File: config.mk
export PLATFORM = sky130hd
export DESIGN_NAME = shiftadd_mul
export DESIGN_NICKNAME = d
export VERILOG_FILES = /design/src/rtl/shiftadd_mul.sv
export SDC_FILE = /design/constraint.sdc
export NUM_CORES = 1
export LEC_CHECK = 0
export BUFFER_PORTS_ARGS = -buffer_cell sky130_fd_sc_hd__buf_2
export CELL_PAD_IN_SITES_DETAIL_PLACEMENT = 0
export CELL_PAD_IN_SITES_GLOBAL_PLACEMENT = 2
export CORE_UTILIZATION = 25
export CTS_BUF_LIST = sky130_fd_sc_hd__clkbuf_4 sky130_fd_sc_hd__clkbuf_8
export DETAILED_ROUTE_END_ITERATION = 10
export HOLD_SLACK_MARGIN = 0.1
export PLACE_DENSITY_LB_ADDON = 0.1
export SKIP_CTS_REPAIR_TIMING = 1
export SYNTH_ARGS = -nofsm -noshare
export SYNTH_HDL_FRONTEND = slang
export SYNTH_SLANG_ARGS = --single-unit
File: constraint.sdc
create_clock -name clk -period 5.5 [get_ports clk]
set_input_delay 0.825 -clock clk [delete_from_list [all_inputs] [get_ports clk]]
set_output_delay 0.825 -clock clk [all_outputs]
set_load 0.1 [all_outputs]
File: src/rtl/shiftadd_mul.sv
module shiftadd_mul #(
  parameter int W = 32
) (
  input  logic         clk,
  input  logic         rst_n,
  input  logic         go,
  input  logic [W-1:0] mcand,
  input  logic [W-1:0] mplier,
  output logic         running,
  output logic         fin,
  output logic [W-1:0] prod_hi,
  output logic [W-1:0] prod_lo
);
  localparam int CW = $clog2(W);

  logic [2*W-1:0] acc;
  logic [W-1:0]   mc_q;
  logic [CW-1:0]  cnt;
  logic [W:0]     sum;

  assign sum     = acc[0] ? ({1'b0, acc[2*W-1:W]} + {1'b0, mc_q}) : {1'b0, acc[2*W-1:W]};
  assign prod_hi = acc[2*W-1:W];
  assign prod_lo = acc[W-1:0];

  always_ff @(posedge clk) begin
    if (!rst_n) begin
      acc     <= '0;
      mc_q    <= '0;
      cnt     <= '0;
      running <= 1'b0;
      fin     <= 1'b0;
    end else begin
      fin <= 1'b0;
      if (running) begin
        acc <= {sum, acc[W-1:1]};
        cnt <= cnt + 1'b1;
        if (cnt == CW'(W-1)) begin
          running <= 1'b0;
          fin     <= 1'b1;
        end
      end else if (go) begin
        acc     <= {{W{1'b0}}, mplier};
        mc_q    <= mcand;
        cnt     <= '0;
        running <= 1'b1;
      end
    end
  end
endmodule


# == Yosys cells after proc, flatten, opt, wreduce, memory -nomap -nowiden ==
# Index checks and enable logic that the tools add are counted.
# word_totals
inputBits,67
elab_cells,21
out_inout_bits,66
reg_bits,103
# op_classes
n_reduce_logical,3
mux,9
bitwise,1
eq_ne,1
add_sub_neg,2
# ops
cell,count
$mux 64,2
$add 32x32->33,1
$mux 33,1
$mux 5,2
$add 5x1->5 const B,1
$eq 5x5->1 const B,1
$mux 1,4
$reduce_and 2->1,2
$reduce_bool 2->1,1
$not 1->1,1

# == Depth between registers and ports, before layout ==
# Gate-level depths: netlist of the first run.
# logic_depth
depth_word,3
depth_mapped,9
depth_no_buf,9

# == Least setup slack after synthesis of the first run ==
# Ideal clock, no wire load.
# synth_timing
path_type,flip-flop to flip-flop
start,register acc[36]
end,register acc[50]
path_stages_with_launch,9
n_path_buf,0
setup_time_ns,0.116
t_required_ns,5.384
path_slack_ns,2.474
period_less_slack_ns,3.026
t_arrival_ns,2.909
cell_sequence,dfxtp_1 -> ha_1 -> a21o_1 -> a31oi_1 -> a21o_2 -> and4_4 -> nor4bb_1 -> or4_1 -> and4_1
# synth_via
elab_chain_len,3
# synth_lines
element,line_no,text
start: declaration,16,logic [2*W-1:0] acc;
start signal: assignment,35,"acc <= {sum, acc[W-1:1]};"
start signal: assignment,42,"acc <= {{W{1'b0}}, mplier};"
$add 32x32->33,21,"assign sum = acc[0] ? ({1'b0, acc[2*W-1:W]} + {1'b0, mc_q}) : {1'b0, acc[2*W-1:W]};"
$mux 33,21,
$mux 64,34,if (running) begin
# Every way passes these cells.
# A chain may end at the register's enable or synchronous reset.

# == Worst setup path after layout of the first run ==
# layout_timing
start,register running
end,output port running
# layout_rtl
element,line_no,text
start: declaration,9,"output logic running,"
start signal: assignment,30,running <= 1'b0;
start signal: assignment,38,running <= 1'b0;
start signal: assignment,45,running <= 1'b1;
# No word-level cell between the ends.

==> flow_summary.json, run 1 <==
{
  "status": "finished clean",
  "grt_pass1_vias": 5798,
  "finalCriticalPeriod_ns": 3.18,
  "critPathRequiredTime_ns": 4.68,
  "start_util": 0.254,
  "holdPathEnd": "mc_q[10]",
  "grt_usage": 0.149,
  "synth_nets": 901,
  "final_layout_size_suffix_gt1_frac": 0.196,
  "crit_type": "reg -> out",
  "synth_ff_type": "dfxtp_1",
  "reg2reg_from": "acc[32]",
  "cts_root_buf": "clkbuf_8",
  "p_leak_nw": 3.27,
  "seq_area_mm2": 0.00207,
  "synth_edf_count": 0,
  "setup_tns_ns": 0,
  "slew_headroom": 0.488,
  "crit_arrival_ns": 2.35,
  "finalNonFillerCells": 1229,
  "cts_max_level": 3,
  "rows": 58,
  "grt_overflow": 0,
  "dp_cells": 1213,
  "cts_tree": "built",
  "synth_warnings": 0,
  "maxSlewViolCount": 0,
  "synth_area_per_cell_um2": 8.02,
  "area_growth_pct": 17.3,
  "cts_buffers": 9,
  "hold-path-cell-count": 2,
  "design_area_mm2": 0.00751,
  "path_cells": "buf_4, buf_2",
  "end_kind": "output port",
  "num_antenna_cells": 0,
  "portBuffers": 132,
  "coreArea_mm2": 0.0252,
  "synth.largest_area_cell": "dfxtp_1",
  "cts_buffer_depth": 2,
  "pwr_density_cell_mw_per_mm2": 229,
  "grt_max_degree": 84,
  "cap_violations": 0,
  "yosysUniqueCellTypes": 64,
  "ioPinCount": 133,
  "cp_slowest_cell": "dfxtp_4",
  "die_h_um": 162,
  "grt_pass1_wl_um": 31100,
  "clk_latency_ns": 0.39,
  "multi_input_area_mm2": 0.00409,
  "wl_per_cell_um": 15.7,
  "antenna_left": 0,
  "cts.reportedPaths.clkPinSlew_ns": 0.12,
  "ys_ff_latch": 103,
  "power_mw": 1.72,
  "worst_pin_slew_ns": 0.767,
  "first_pass_iters": 4,
  "nFillCells": 2748,
  "place.detailed.hpwl_um": 13800,
  "cpPeakStageDelay_ns": 0.70,
  "worst-path-max-fanout": 83,
  "fin_nets": 996,
  "finalCritPeriodShare": 0.578,
  "synthCells": 799,
  "drt-initial-drc-count": 282,
  "rr_endpoint": "acc[61]",
  "fp.dieW_um": 162,
  "start_kind": "register",
  "clock.fmax_mhz": 315,
  "yosys-top-cells-area": "dfxtp_1 (32%), nand2_1 (8.7%), ha_1 (6.6%)",
  "drt-total-wl_um": 19400,
  "rsz0062_at_grt": "false",
  "netlist_area_mm2": 0.00641,
  "fin_skew_ns": 0.0192,
  "setup_viol": 0,
  "die_area_mm2": 0.0263,
  "holdCritPathClass": "reg -> reg",
  "yosysSeqAreaShare": 0.322,
  "globalplace.congestion": 0.809,
  "hold_ws_ns": 0.479,
  "grt_antenna_before_repair": 0,
  "reg2regPathDepth": 9,
  "finalHoldViolCount": 0,
  "viasPerCell": 4.74,
  "remaining_drc_errors": 0,
  "synthDominantCellAreaShare": 0.322,
  "placedInstanceArea_mm2": 0.00733,
  "vdd_ir_drop_max_mv": 0.0817,
  "cts.sinks": 103,
  "reg2reg_slack_ns": 2.65,
  "num_vias": 5829,
  "synth_async_sr_flop_share": 0,
  "hold_start": "mc_q[10]"
}
-- metal layers --
| layer | track usage | routed length [um] |
|---|---|---|
| met1 | 0.204 | 9760 |
| met2 | 0.240 | 8420 |
| met3 | 0.0220 | 951 |
| met4 | 0.0467 | 225 |
| met5 | 0 | 0 |
-- cell families after synthesis --
| logic type | synth area share |
|---|---|
| AND/OR/NAND/NOR | 0.234 |
| AO/OA/AOI/OAI | 0.239 |
| flip-flops | 0.322 |
| buffers and inverters | 0.0398 |
| multiplexers | 0.0701 |
| adder cells (fa/ha/maj) | 0.0695 |
| XOR/XNOR | 0.0260 |
-- worst max path at each step --
stage,slack [ns],start,endpoint
after floorplan,2.47,acc[36],acc[50]
after global placement,2.69,go,mc_q[20]
after detailed placement,2.62,go,mc_q[7]
after CTS,2.26,running,running
after global routing,2.15,running,running
final,2.32,running,running
-- report_power, final --
group | internal [mW] | total, mW | switching, mW
clock | 0.175 | 0.485 | 0.310
sequential | 0.782 | 0.816 | 0.0348
combinational | 0.114 | 0.418 | 0.304
total | 1.07 | 1.72 | 0.649
-- per-stage QoR --
stage          utilization  setup slack, ns
5_1_grt              0.298             2.15
6_report             0.298             2.32
3_5_place_dp         0.291             2.62
2_1_floorplan            -             2.47
4_1_cts              0.298             2.26
3_3_place_gp         0.291             2.69
-- area by class of cell --
| cell class | instances | area share |
|---|---|---|
| clock buffers | 9 | 0.0165 |
| clock inverters | 7 | 0.00833 |
| inverters | 11 | 0.00549 |
| multi-input cells | 630 | 0.545 |
| flip-flops and latches | 103 | 0.275 |
| well taps | 330 | 0.0549 |
| repair buffers | 139 | 0.0949 |
-- synthesized netlist by cell type, types with 6 or more instances --
master / count
xor2_1: 7
nor2b_1: 21
xnor2_1: 12
mux2i_1: 37
buf_1: 6
inv_1: 11
nor3b_1: 15
dfxtp_1: 103
o21ai_0: 78
and3b_1: 9
nand2b_1: 6
ha_1: 34
o21bai_1: 7
clkbuf_1: 48
nand3_1: 10
a21o_1: 13
nand2_1: 148
and3_1: 8
nor3_1: 7
a21boi_0: 33
a21oi_1: 45
nand4_1: 8
mux2_2: 7
and2_1: 32
nor2_1: 17
a31oi_1: 10
-- cell usage in the layout (no fill, tap or decap), types with 3 or more instances in the layout --
master     instances
a21boi_0          33
a21o_1            13
a21oi_1           45
a22oi_1            5
a31oi_1           10
and2_1            32
and3_1             8
and3b_1            9
buf_2            132
buf_4              7
clkbuf_8           9
dfxtp_1          101
ha_1              34
inv_1             11
inv_8              3
mux2_2             7
mux2i_1           37
nand2_1          148
nand2b_1           5
nand3_1           10
nand4_1            8
nor2_1            17
nor2b_1           20
nor3_1             7
nor3b_1           15
nor4_1             5
o2111ai_1          3
o211ai_1           5
o21a_1             4
o21ai_0           78
o21ai_1            4
o21bai_1           7
o31ai_1            4
or3_1              3
xnor2_1           12
xor2_1             7
-- flip-flops by register name (all words and copies together), names as in the netlist --
signal,cells
acc,64
mc_q,32
cnt,5
fin,1
running,1
-- worst max-delay path: cells and delay by family (launching register included) --
kind	cells	cell delay (ns)
buf+inv	2	1.21
flops	1	0.70
(Power assumes the default switching activity.)
==> run 2, diff against run 1 <==
==> constraint.sdc (replaced) <==
create_clock -name clk -period 2.6 [get_ports clk]
set_input_delay 0.39 -clock clk [delete_from_list [all_inputs] [get_ports clk]]
set_output_delay 0.39 -clock clk [all_outputs]
set_load 0.1 [all_outputs]
==> run 2 against run 1 <==
Effect of this change: critical endpoint is now acc[61]; final cell count grew 2.3%; via count grew 2.1%; total power grew 120%; worst setup slack lost 2.3 ns; design area grew 3.9%; largest power group unchanged; worst hold slack lost 0.25 ns; first-iteration DRC count shrank 11%; routed wire length grew 3.8%; core utilization grew 1.2 points; clock power grew 120%; non-clock buffer count grew 28; sequential share of layout area shrank 0.58 points.
==> flow_summary.json, run 2 (synthesized netlist as in run 1, its figures left out) <==
{
  "rsz0062_at_grt": "true",
  "grt_max_degree": 57,
  "end_kind": "register",
  "cts_buffers": 9,
  "fin_nets": 1024,
  "cts_tree": "built",
  "largest_reg_flops": 64,
  "crit_arrival_ns": 2.87,
  "dp_cells": 1241,
  "reg_top3": "acc (64), mc_q (32), cnt (5)",
  "grt_pass1_vias": 5986,
  "crit_type": "reg -> reg",
  "first_pass_iters": 4,
  "final_cell_mix": "nand2_1 (148), buf_2 (132), o21ai_0 (76), dfxtp_1 (74), a21oi_1 (45)",
  "clk_latency_ns": 0.40,
  "pwr_density_cell_mw_per_mm2": 475,
  "fin_ws_ns": 0.0688,
  "start_kind": "register",
  "remaining_drc_errors": 0,
  "drt-total-wl_um": 20100,
  "rows": 58,
  "final_common_cell": "nand2_1",
  "critPathRequiredTime_ns": 2.94,
  "holdCritPathClass": "in -> reg",
  "slew_headroom": 0.619,
  "worst_pin_slew_ns": 0.572,
  "grt_antenna_before_repair": 0,
  "finalNonFillerCells": 1257,
  "antenna_left": 0,
  "cts.reportedPaths.clkPinSlew_ns": 0.12,
  "area_growth_pct": 21.9,
  "start_util": 0.254,
  "cts_root_buf": "clkbuf_8",
  "coreArea_mm2": 0.0252,
  "num_antenna_cells": 0,
  "cts_buffer_depth": 2,
  "ioPinCount": 133,
  "placedInstanceArea_mm2": 0.00757,
  "finalCritPeriodShare": 0.974,
  "fp.dieW_um": 162,
  "drt-initial-drc-count": 251,
  "die_area_mm2": 0.0263,
  "setup_viol": 0,
  "finalCriticalPeriod_ns": 2.53,
  "pre_cts_slack_ns": 0.00124,
  "portBuffers": 132,
  "num_vias": 5954,
  "clock.fmax_mhz": 395,
  "finalHoldViolCount": 0,
  "grt_pass1_wl_um": 32400,
  "cap_violations": 0,
  "cts_max_level": 3,
  "vdd_ir_drop_max_mv": 0.151,
  "final_layout_size_suffix_gt1_frac": 0.256,
  "grt_overflow": 0,
  "design_area_mm2": 0.00781,
  "viasPerCell": 4.74,
  "worst-path-max-fanout": 4,
  "hold_ws_ns": 0.232,
  "maxSlewViolCount": 0,
  "status": "finished clean",
  "grt_usage": 0.156,
  "cts.sinks": 103,
  "die_h_um": 162,
  "regMostFlops": "acc",
  "globalplace.congestion": 0.763,
  "wl_per_cell_um": 16.0,
  "place.detailed.hpwl_um": 14800,
  "fin_skew_ns": 0.0157,
  "p_leak_nw": 3.48
}
[run 2: cell count changes in the layout (fill, tap and decap cells not counted), sizes merged]
cell	before	now
buf	139	167
clkinv	1	2
clkinvlp	2	0
inv	15	16
[run 2: per-stage QoR]
step                utilization  total power, mW  TNS [ns]
detailed placement        0.301             2.70         0
global placement          0.301             2.69   -0.0147
global route              0.310             3.92   -0.0137
floorplan                     -             2.44   -0.0758
finish                    0.310             3.71         0
CTS                       0.308             3.80   -0.0736
[run 2: cell type report]
type / instances / area, um^2
fillers: 2753 / 17400
multi-input cells: 630 / 4130
flip-flops and latches: 103 / 2100
repair buffers: 167 / 927
well taps: 330 / 413
clock buffers: 9 / 124
clock inverters: 7 / 71.3
inverters: 11 / 41.3
[run 2: worst paths after layout]
| kind | startpoint | to | slack, ns | depth (start not counted) |
|---|---|---|---|---|
| setup / recovery | acc[32] | acc[61] | 0.07 | 10 |
| hold / removal | mcand[5] | mc_q[5] | 0.23 | 3 |
| setup reg to reg | acc[32] | acc[61] | 0.07 | 10 |
| hold reg to reg | mc_q[17] | mc_q[17] | 0.48 | 2 |
[run 2: worst max-delay path, stage by stage, from the launching register on]
cell	delay, ns
dfxtp_4	0.37
ha_1	0.22
fa_2	0.36
a21o_1	0.22
a221oi_4	0.24
buf_6	0.16
o211ai_4	0.11
a21oi_4	0.17
nand3_1	0.12
a2111oi_0	0.36
nand2b_1	0.15
[run 2: layer usage]
metal  vias up  share of wire  track usage
li1       3072              -            -
met1      2768           0.51        0.217
met2       105           0.45        0.250
met3         9          0.032       0.0202
met4         0         0.0099       0.0463
met5         -              0            0
[run 2: where the power goes]
group	internal, mW	switching (mW)
logic	0.263	0.654
clock network	0.380	0.683
registers	1.66	0.0760
total	2.30	1.41
==> run 3, diff against run 2 <==
--- a/config.mk
+++ b/config.mk
@@ -8,7 +8,7 @@
 export BUFFER_PORTS_ARGS = -buffer_cell sky130_fd_sc_hd__buf_2
 export CELL_PAD_IN_SITES_DETAIL_PLACEMENT = 0
 export CELL_PAD_IN_SITES_GLOBAL_PLACEMENT = 2
-export CORE_UTILIZATION = 25
+export CORE_UTILIZATION = 30
 export CTS_BUF_LIST = sky130_fd_sc_hd__clkbuf_4 sky130_fd_sc_hd__clkbuf_8
 export DETAILED_ROUTE_END_ITERATION = 10
 export HOLD_SLACK_MARGIN = 0.1
==> run 3 against run 2 <==
Effect of this change: worst setup slack improved by 0.035 ns; register-to-register slack improved by 0.04 ns; die area decreased by 16%; sequential share of layout area about the same; sequential power about the same; via count increased by 0.42%.
==> flow_summary.json, run 3 (synthesized netlist as in run 1, its figures left out) <==
{
  "clk_latency_ns": 0.40,
  "wl_per_cell_um": 15.8,
  "coreArea_mm2": 0.0210,
  "crit_type": "reg -> reg",
  "fin_nets": 1021,
  "pwr_density_cell_mw_per_mm2": 484,
  "setup_viol": 0,
  "largest_reg_flops": 64,
  "cap_violations": 0,
  "seq_area_mm2": 0.00210,
  "remaining_drc_errors": 0,
  "grt_max_degree": 73,
  "cts_root_buf": "clkbuf_8",
  "nFillCells": 2245,
  "portBuffers": 132,
  "finalCritPeriodShare": 0.960,
  "end_kind": "register",
  "final_cell_mix": "nand2_1 (148), buf_2 (132), o21ai_0 (74), dfxtp_1 (74), a21oi_1 (44)",
  "crit_arrival_ns": 2.79,
  "critPathRequiredTime_ns": 2.90,
  "globalplace.congestion": 0.807,
  "grt_pass1_vias": 5789,
  "power_mw": 3.77,
  "rows": 53,
  "num_vias": 5979,
  "place.detailed.hpwl_um": 13600,
  "path_cells": "ha_4, fa_2, a21o_1, a221oi_4, buf_4, buf_4, xnor2_1, mux2_2, a22oi_1, nor2b_1",
  "grt_pass1_wl_um": 30400,
  "start_kind": "register",
  "fin_skew_ns": 0.0151,
  "clock.fmax_mhz": 401,
  "area_growth_pct": 21.8,
  "num_antenna_cells": 0,
  "fp.dieW_um": 148,
  "regMostFlops": "acc",
  "first_pass_iters": 4,
  "cts.reportedPaths.clkPinSlew_ns": 0.12,
  "finalCriticalPeriod_ns": 2.50,
  "maxSlewViolCount": 0,
  "hold_ws_ns": 0.223,
  "grt_antenna_before_repair": 0,
  "cp_common_cell": "buf_4",
  "die_area_mm2": 0.0219,
  "start_util": 0.306,
  "cts_buffers": 9,
  "final_layout_size_suffix_gt1_frac": 0.260,
  "cts_max_level": 3,
  "viasPerCell": 4.99,
  "rsz0062_at_grt": "true",
  "p_leak_nw": 3.49,
  "worst_pin_slew_ns": 0.644,
  "cts.sinks": 103,
  "grt_overflow": 0,
  "finalHoldViolCount": 0,
  "worst-path-max-fanout": 3,
  "grt_usage": 0.174,
  "reg_top3": "acc (64), mc_q (32), cnt (5)",
  "status": "finished clean",
  "cts_tree": "built",
  "cpPeakStageDelay_ns": 0.41,
  "slew_headroom": 0.569,
  "drt-initial-drc-count": 286,
  "vdd_ir_drop_max_mv": 0.304,
  "drt-total-wl_um": 18900,
  "cts_buffer_depth": 2,
  "die_h_um": 148,
  "cp_slowest_cell": "a221oi_4",
  "ioPinCount": 133,
  "holdCritPathClass": "in -> reg",
  "antenna_left": 0,
  "multi_input_area_mm2": 0.00418,
  "final_common_cell": "nand2_1"
}
run 3: routing by layer:
metal | track usage | part of all wire
met3 | 0.0206 | 0.036
met2 | 0.282 | 0.45
met5 | 0 | 0
met4 | 0.0505 | 0.012
met1 | 0.242 | 0.50
run 3: final cells by class:
cell class / instances / share of cell area
Timing Repair Buffer: 164 / 0.117
Clock buffer: 9 / 0.0159
Tap cell: 275 / 0.0441
Clock inverter: 7 / 0.0117
Multi-Input combinational cell: 630 / 0.536
Inverter: 11 / 0.00529
Sequential cell: 103 / 0.270
run 3: path summary, 6_finish.rpt:
| check | start | end | slack (ns) | cells after the start |
|---|---|---|---|---|
| max | acc[32] | acc[37] | 0.10 | 10 |
| min | mcand[4] | mc_q[4] | 0.22 | 3 |
| max reg2reg | acc[32] | acc[37] | 0.10 | 10 |
| min reg2reg | mc_q[31] | mc_q[31] | 0.48 | 2 |
run 3: worst max-delay path, delay by kind of cell (launching register included):
kind	cells	cell delay, ns
AOI/OAI and AO/OA	3	0.79
xor gates and xnor gates	1	0.05
adders and majority gates	2	0.56
muxes	1	0.26
DFF	1	0.38
buffers and inverters	2	0.29
and+or+nand+nor	1	0.07
run 3: through the flow:
stage,area (um^2),utilization,setup slack [ns],cells,TNS (ns)
6_report,7800,0.372,0.104,1199,0
5_1_grt,7800,0.372,0.00114,1199,0
4_1_cts,7690,0.367,-0.0943,1197,-0.155
3_5_place_dp,7480,0.357,-0.0435,1181,-0.0435
3_3_place_gp,7480,0.357,0.00188,1181,0
2_1_floorplan,6440,-,-0.0758,799,-0.0758
run 3: report_power, final:
group	switching, mW	total (mW)	internal [mW]
registers	0.0724	1.73	1.65
clock network	0.665	1.13	0.467
logic	0.652	0.914	0.262
total	1.39	3.77	2.38
